File: src/rtl/tea_pkg.sv
package tea_pkg;

  // Which half the current step updates.
  typedef enum logic {
    STEP_Y = 1'b0,
    STEP_Z = 1'b1
  } tea_step_e;

  localparam int          TEA_KEY_WORDS = 4;
  localparam logic [31:0] TEA_DELTA_STD = 32'h9E3779B9;

endpackage

File: src/rtl/tea_mix.sv
// Combinational round function shared by both half steps.
module tea_mix #(
  parameter int WORD_W = 32
) (
  input  logic [WORD_W-1:0] v_i,
  input  logic [WORD_W-1:0] sum_i,
  input  logic [WORD_W-1:0] ka_i,
  input  logic [WORD_W-1:0] kb_i,
  output logic [WORD_W-1:0] f_o
);

  logic [WORD_W-1:0] left_term;
  logic [WORD_W-1:0] mid_term;
  logic [WORD_W-1:0] right_term;

  always_comb begin
    left_term  = (v_i << 4) + ka_i;
    mid_term   = v_i + sum_i;
    right_term = (v_i >> 5) + kb_i;
    f_o        = left_term ^ mid_term ^ right_term;
  end

endmodule

File: src/rtl/tea_step_ctrl.sv
// Step counter, running sum and busy/done sequencing.
module tea_step_ctrl
  import tea_pkg::*;
#(
  parameter int                WORD_W = 32,
  parameter int                ROUNDS = 32,
  parameter logic [WORD_W-1:0] DELTA  = TEA_DELTA_STD,
  localparam int               CNT_W  = $clog2(2*ROUNDS + 1)
) (
  input  logic              clk,
  input  logic              rst_n,
  input  logic              start_i,
  output logic              accept_o,
  output logic              step_en_o,
  output tea_step_e         sel_o,
  output logic [WORD_W-1:0] sum_use_o,
  output logic [CNT_W-1:0]  cnt_o,
  output logic [WORD_W-1:0] sum_o,
  output logic              busy_o,
  output logic              done_o
);

  localparam logic [CNT_W-1:0] STEPS = CNT_W'(2*ROUNDS);

  logic [CNT_W-1:0]  cnt_q, cnt_d;
  logic [WORD_W-1:0] sum_q, sum_d, sum_step;
  logic              busy_q, busy_d;
  logic              done_q, done_d;
  logic              cnt_en, sum_en;
  logic              accept, last_step;
  tea_step_e         sel;

  // Next-state logic
  always_comb begin
    accept    = start_i && !busy_q;
    sel       = cnt_q[0] ? STEP_Z : STEP_Y;
    sum_step  = (sel == STEP_Y) ? (sum_q + DELTA) : sum_q;
    last_step = busy_q && (cnt_q == CNT_W'(1));

    cnt_en = accept || busy_q;
    cnt_d  = accept ? STEPS : (cnt_q - CNT_W'(1));

    sum_en = accept || (busy_q && (sel == STEP_Y));
    sum_d  = accept ? '0 : sum_step;

    if (accept) begin
      busy_d = 1'b1;
    end else if (last_step) begin
      busy_d = 1'b0;
    end else begin
      busy_d = busy_q;
    end
    done_d = last_step;
  end

  // Registers
  always_ff @(posedge clk or negedge rst_n) begin
    if (!rst_n) begin
      cnt_q <= '0;
    end else if (cnt_en) begin
      cnt_q <= cnt_d;
    end
  end

  always_ff @(posedge clk or negedge rst_n) begin
    if (!rst_n) begin
      sum_q <= '0;
    end else if (sum_en) begin
      sum_q <= sum_d;
    end
  end

  always_ff @(posedge clk or negedge rst_n) begin
    if (!rst_n) begin
      busy_q <= 1'b0;
      done_q <= 1'b0;
    end else begin
      busy_q <= busy_d;
      done_q <= done_d;
    end
  end

  assign accept_o  = accept;
  assign step_en_o = busy_q;
  assign sel_o     = sel;
  assign sum_use_o = sum_step;
  assign cnt_o     = cnt_q;
  assign sum_o     = sum_q;
  assign busy_o    = busy_q;
  assign done_o    = done_q;

endmodule

File: src/rtl/tea_datapath.sv
// Half registers, captured key and the shared mixing path.
module tea_datapath
  import tea_pkg::*;
#(
  parameter int  WORD_W = 32,
  localparam int KEY_W  = TEA_KEY_WORDS * WORD_W
) (
  input  logic              clk,
  input  logic              rst_n,
  input  logic              load_i,
  input  logic [WORD_W-1:0] y_i,
  input  logic [WORD_W-1:0] z_i,
  input  logic [KEY_W-1:0]  key_i,
  input  logic              step_en_i,
  input  tea_step_e         sel_i,
  input  logic [WORD_W-1:0] sum_i,
  output logic [WORD_W-1:0] y_o,
  output logic [WORD_W-1:0] z_o
);

  logic [KEY_W-1:0]  key_q;
  logic [WORD_W-1:0] kw [TEA_KEY_WORDS];
  logic [WORD_W-1:0] y_q, y_d;
  logic [WORD_W-1:0] z_q, z_d;
  logic [WORD_W-1:0] mix_src, mix_ka, mix_kb, mix_f;
  logic              y_en, z_en;

  for (genvar g = 0; g < TEA_KEY_WORDS; g++) begin : g_key_word
    assign kw[g] = key_q[g*WORD_W +: WORD_W];
  end

  // Operand selection: y steps mix z with k0/k1, z steps mix y with k2/k3.
  always_comb begin
    if (sel_i == STEP_Y) begin
      mix_src = z_q;
      mix_ka  = kw[0];
      mix_kb  = kw[1];
    end else begin
      mix_src = y_q;
      mix_ka  = kw[2];
      mix_kb  = kw[3];
    end
  end

  tea_mix #(.WORD_W(WORD_W)) u_mix (
    .v_i   (mix_src),
    .sum_i (sum_i),
    .ka_i  (mix_ka),
    .kb_i  (mix_kb),
    .f_o   (mix_f)
  );

  // Next-state logic
  always_comb begin
    y_en = load_i || (step_en_i && (sel_i == STEP_Y));
    z_en = load_i || (step_en_i && (sel_i == STEP_Z));
    y_d  = load_i ? y_i : (y_q + mix_f);
    z_d  = load_i ? z_i : (z_q + mix_f);
  end

  // Registers
  always_ff @(posedge clk or negedge rst_n) begin
    if (!rst_n) begin
      key_q <= '0;
    end else if (load_i) begin
      key_q <= key_i;
    end
  end

  always_ff @(posedge clk or negedge rst_n) begin
    if (!rst_n) begin
      y_q <= '0;
    end else if (y_en) begin
      y_q <= y_d;
    end
  end

  always_ff @(posedge clk or negedge rst_n) begin
    if (!rst_n) begin
      z_q <= '0;
    end else if (z_en) begin
      z_q <= z_d;
    end
  end

  assign y_o = y_q;
  assign z_o = z_q;

endmodule

File: src/rtl/tea_enc_core.sv
// Iterative TEA encryptor: one half-round per clock.
module tea_enc_core
  import tea_pkg::*;
#(
  parameter int                WORD_W = 32,
  parameter int                ROUNDS = 32,
  parameter logic [WORD_W-1:0] DELTA  = TEA_DELTA_STD,
  localparam int               KEY_W  = TEA_KEY_WORDS * WORD_W,
  localparam int               CNT_W  = $clog2(2*ROUNDS + 1)
) (
  input  logic              clk,
  input  logic              rst_n,
  input  logic              start_i,
  input  logic [WORD_W-1:0] y_i,
  input  logic [WORD_W-1:0] z_i,
  input  logic [KEY_W-1:0]  key_i,
  output logic              busy_o,
  output logic              done_o,
  output logic [WORD_W-1:0] y_o,
  output logic [WORD_W-1:0] z_o
);

  logic              accept;
  logic              step_en;
  tea_step_e         step_sel;
  logic [WORD_W-1:0] sum_use;
  logic [WORD_W-1:0] step_sum;
  logic [CNT_W-1:0]  step_cnt;

  tea_step_ctrl #(
    .WORD_W (WORD_W),
    .ROUNDS (ROUNDS),
    .DELTA  (DELTA)
  ) u_ctrl (
    .clk       (clk),
    .rst_n     (rst_n),
    .start_i   (start_i),
    .accept_o  (accept),
    .step_en_o (step_en),
    .sel_o     (step_sel),
    .sum_use_o (sum_use),
    .cnt_o     (step_cnt),
    .sum_o     (step_sum),
    .busy_o    (busy_o),
    .done_o    (done_o)
  );

  tea_datapath #(.WORD_W(WORD_W)) u_data (
    .clk       (clk),
    .rst_n     (rst_n),
    .load_i    (accept),
    .y_i       (y_i),
    .z_i       (z_i),
    .key_i     (key_i),
    .step_en_i (step_en),
    .sel_i     (step_sel),
    .sum_i     (sum_use),
    .y_o       (y_o),
    .z_o       (z_o)
  );

endmodule

File: config.mk
export PLATFORM = sky130hd
export DESIGN_NAME = tea_enc_core
export DESIGN_NICKNAME = d
export VERILOG_FILES = /design/src/rtl/tea_pkg.sv /design/src/rtl/tea_mix.sv /design/src/rtl/tea_step_ctrl.sv /design/src/rtl/tea_datapath.sv /design/src/rtl/tea_enc_core.sv
export SDC_FILE = /design/constraint.sdc
export NUM_CORES = 1
export LEC_CHECK = 0
export CAP_MARGIN = 20
export CELL_PAD_IN_SITES_DETAIL_PLACEMENT = 1
export CELL_PAD_IN_SITES_GLOBAL_PLACEMENT = 2
export CORE_MARGIN = 2
export CORE_UTILIZATION = 35
export CTS_CLUSTER_DIAMETER = 80
export CTS_CLUSTER_SIZE = 25
export DETAILED_ROUTE_END_ITERATION = 16
export DONT_BUFFER_PORTS = 1
export GPL_ROUTABILITY_DRIVEN = 1
export MAX_ROUTING_LAYER = met4
export PLACE_DENSITY = 0.85
export SETUP_SLACK_MARGIN = 0.1
export SKIP_CTS_REPAIR_TIMING = 1
export SLEW_MARGIN = 20
export SYNTH_ARGS = -nofsm -noshare
export SYNTH_HDL_FRONTEND = slang
export SYNTH_SLANG_ARGS = --single-unit
File: constraint.sdc
create_clock -name clk -period 7.5 [get_ports clk]
set_input_delay 0.375 -clock clk [delete_from_list [all_inputs] [get_ports clk]]
set_output_delay 0.375 -clock clk [all_outputs]
set_load 0.01 [all_outputs]
; ---- Yosys cells after proc, flatten, opt, wreduce, memory -nomap -nowiden
; Index checks and enable logic that the tools add are counted.
[classes]
n_reduce_logical = 9
add_sub_neg = 7
eq_ne = 1
n_mux = 11
bitwise_logic = 3
[ops]
columns = operator, n
row1 = $mux W32, 7
row2 = $add A32 B32 Y32, 4
row3 = $xor A32 B32 Y32, 2
row4 = $add A27 B32 Y32, 1
row5 = $add A32 B32 Y32 const B, 1
row6 = $eq A7 B1 Y1 const B, 1
row7 = $mux W7, 1
row8 = $sub A7 B1 Y7 const B, 1
row9 = $logic_and A1 B1 Y1, 4
row10 = $logic_or A1 B1 Y1, 3
row11 = $mux W1, 3
row12 = $reduce_bool A2 Y1, 1
row13 = $logic_not A1 Y1, 1
row14 = $not A1 Y1, 1
[word_totals]
reg_bits = 233
word_cells = 38
in_bits = 195

; ---- Longest topological paths before layout
[depth]
depth_word = 7
depth_mapped = 32

; ---- Cells and area by module
; A second synthesis with hierarchy kept.
[unflattened]
cells_unflattened = 2006
area_unflattened_um2 = 19110.8
[modules_own_cells]
columns = module, seq_area_each_um2, n_inst, cells_each, area_each_um2
row1 = tea_datapath, 4804.6, 1, 1067, 11586.1
row2 = tea_mix, 0.0, 1, 634, 4782.1
row3 = tea_step_ctrl, 1026.0, 1, 305, 2742.6

; ---- Worst setup path after synthesis
; Ideal clock, no wire load.
[synth_path]
path_type = reg2reg
start = register u_ctrl.cnt_q[0], in the netlist u_ctrl.cnt_o[0]
end = register u_data.y_q[31], in the netlist u_data.y_o[31]
slack_ps = 100
path_buffers = 4
setup_ps = 130
t_required_ps = 7370
stages_incl_launch_ff = 33
arrival_time_ps = 7271
cell_sequence = dfrtp_1 > clkbuf_1 > buf_1 > buf_1 > clkbuf_1 > mux2_2 > ha_1 > fa_1 > a21o_1 > a21o_1 > a21o_1 > a21o_1 > a21oi_1 > o21bai_1 > a21o_1 > a21oi_1 > o21ai_0 > a21o_1 > a21oi_1 > xnor2_1 > ha_1 > and3_1 > and4_1 > o211ai_1 > nand3_1 > o31ai_1 > o21ai_1 > a311o_1 > a211o_1 > a211o_1 > nand3_1 > xnor2_1 > o21ai_1
[synth_between]
elab_chain_cells = 7
[synth_rtl]
columns = item, line
row1 = start: declaration, tea_step_ctrl.sv:25  ; logic [CNT_W-1:0] cnt_q, cnt_d;
row2 = start signal: assignment, tea_step_ctrl.sv:61  ; cnt_q <= cnt_d;
row3 = $mux W1 (*), tea_step_ctrl.sv:36  ; sel = cnt_q[0] ? STEP_Z : STEP_Y;
row4 = "$mux W32, on equally long branches", "tea_datapath.sv:34, tea_step_ctrl.sv:37"
row5 = "$add A32 B32 Y32, on equally long branches", "tea_mix.sv:17, tea_mix.sv:18"
row6 = $xor A32 B32 Y32 (2 in a row), tea_mix.sv:20  ; f_o = left_term ^ mid_term ^ right_term;
row7 = $add A32 B32 Y32, tea_datapath.sv:57  ; y_d = load_i ? y_i : (y_q + mix_f);
row8 = $mux W32, tea_datapath.sv:57
row9 = end signal: assignment, tea_datapath.sv:74  ; y_q <= y_d;
row10 = end: declaration, tea_datapath.sv:23  ; logic [WORD_W-1:0] y_q, y_d;
; Mark *: on every way between the ends. The rest lies on a longest branch, timed or not.
; A chain may end at the register's enable or synchronous reset.

; ---- Final worst setup path
; Same ends and word-level chain as after synthesis.

==> metrics.txt <==
status finished with violations; failing checks negative hold slack; Hold Path Class input port to asynchronous set/reset pin; Startpoint Class flip-flop; Tmin final 7030 ps; Area contributors post-synth dfrtp_1 31%, nand2_1 11%, ha_1 11%; synth unique cells 69; core area 52400 um2; H-tree depth 1; Chip Height 234 um; async set or reset register ratio after synthesis 1.00; Final setup viols 0; port bufs 0; Critical Path AT 7440 ps; CTS buffer count 20; Max Clk Rate 0.142 GHz; Synth Register Bits 233; Synthesis Warnings 0; FF-to-FF Start u_ctrl.cnt_o[0]$_DFFE_PN0P_; CP startpoint u_ctrl.cnt_o[0]$_DFFE_PN0P_; crit-path max cell delay 560 ps; Vias/cell 5.47; Worst Path Required 7910 ps; Mapped Nets 2599; Final period util 0.938; Num Clock Sinks 233; critical path class flip-flop to flip-flop; vias in the first global route 16300; most common cell in the netlist nand2_1; Routed wire per std cell 21.3 um; Die ar. 54900 um2; skew final 27.5 ps; ANT nets after route 0; Clock Tree Buf Depth 3; grt ovf 0; HPWL Detailed 48500 um; Slew Limit Headroom 0.163; share of cells above drive strength 1 0.0754; pin count of the biggest net entering global routing 234; final wirelength 65600 um; Cell Rows 84; Setup WS pre-CTS 288 ps; maximum capacitance violations 0; Total GRT Usage 0.228; Iter 0 DRT Violations 1100; DR pass1 iterations 5; Min Hold Slack -78.7 ps; Reg clk slew, reported paths 80 ps; Ports 261; gpl congestion 0.948; Bufs and invs on worst path 1; clock insertion delay at the later pin of the skew report 560 ps; fin worst setup slack 468 ps; fill cell count 6124; Util after Layout 0.416; unrepaired setup endpoints after global routing false; Most common cell on crit path a21o_1; Synth top area share 0.314; Post-synth EDFFs 0; vias 16800; area grow syn2layout 17.7%; Final TNS setup 0 ps; nets 2732; antenna cells 0; number of remaining DRC errors 0; Main synth FF type dfrtp_1; CTS tree yes; register area share after synthesis 0.314; die outline width 234 um; Post-Syn Area 18600 um2; final hold viol count 56; Slew @ Worst Pin 1250 ps; Final Max Slew Viols 0; Reg area 5830 um2; list of most frequent post-synthesis cells 561 x nand2_1, 233 x dfrtp_1, 169 x xnor2_1; Crit-path slowest cell dfrtp_4; first-pass GRT wire length 94700 um; area occupied by multi-input gates 12400 um2; Initial Utilization 0.354; initial antenna violation count 0; syn avg cell area 8.28 um2; Gate Count Post-Synth 2241; Crit. End Element flip-flop; Synth area leader dfrtp_1; Critical Path Fanout Max 12; root buffer cell clkbuf_16; Largest delay share family, worst path compound AO/OA/AOI/OAI gates
-- state kept, by name, summed over array words and instances, names as in the netlist --
name and flops:
u_ctrl.busy_o 1, u_ctrl.cnt_o 7, u_ctrl.done_o 1, u_ctrl.sum_o 32, u_data.key_q 128, u_data.y_o 32
u_data.z_o 32
-- logic make-up after synthesis --
kind of cell    Yosys count  synth area share
compound gates          558             0.193
xor+xnor                235             0.112
fa+ha+maj               163             0.112
buf+inv                 116            0.0235
flops                   233             0.314
mux                      96            0.0576
simple gates            840             0.188
-- path summary, 6_finish.rpt --
check	slack, ps	cells past startpoint	endpoint
min	-80	1	u_data.z_o[26]$_DFFE_PN0P_
min reg2reg	470	2	u_data.key_q[45]$_DFFE_PN0P_
max reg2reg	470	29	u_data.y_o[31]$_DFFE_PN0P_
max in group asynchronous	6500	1	u_ctrl.cnt_o[0]$_DFFE_PN0P_
min in group clk	-10	2	u_data.z_o[8]$_DFFE_PN0P_
max	470	29	u_data.y_o[31]$_DFFE_PN0P_
-- cell type report --
class,count,area share
clock buffer,22,0.0247
clock inverter,14,0.00854
inverter,35,0.00602
multi-input combinational,1892,0.567
sequential,233,0.267
tap,688,0.0394
timing repair buffer,192,0.0872
-- worst reg2reg max path: cells and delay by family (launching register included) --
family	cells	cell delay, ps
XOR/XNOR	2	340
multiplexers	1	400
flip-flops	1	560
adder cells (fa/ha/maj)	3	1060
AND/OR/NAND/NOR	4	680
AO/OA/AOI/OAI	18	3680
buffers and inverters	1	170
-- cells in the final DEF, fill, tap and decap left out, drive strengths merged, types with 11 or more instances in the layout --
cell | synthesis | routed
a211oi | 22 | 22
a21o | 89 | 89
a21oi | 162 | 162
a22o | 21 | 21
a31oi | 45 | 45
and3 | 18 | 18
buf | 13 | 23
clkbuf | 68 | 22
dfrtp | 233 | 233
dlygate4sd3 | 0 | 169
ha | 158 | 158
inv | 34 | 43
mux2 | 86 | 86
nand2 | 561 | 561
nand2b | 11 | 11
nand3 | 30 | 30
nor2 | 132 | 132
nor2b | 15 | 15
nor3 | 25 | 25
o21a | 19 | 19
o21ai | 112 | 112
o21bai | 18 | 18
xnor2 | 169 | 169
xor2 | 65 | 65
-- metal layers --
| metal | wire length (um) | track usage |
|---|---|---|
| met1 | 31400 | 0.321 |
| met2 | 30200 | 0.350 |
| met3 | 2730 | 0.0288 |
| met4 | 1350 | 0.0471 |
| met5 | 0 | - |
-- metrics by stage --
step	std cells	cell area [um2]
after global routing	3076	21800
after CTS	2905	20000
final	3076	21800
after global placement	2869	19300
after floorplan	2241	18600
after detailed placement	2869	19300
Power is left out: the tool's default activity adds up to more than one toggle a clock period on the data nets, which glitch-free logic cannot reach.
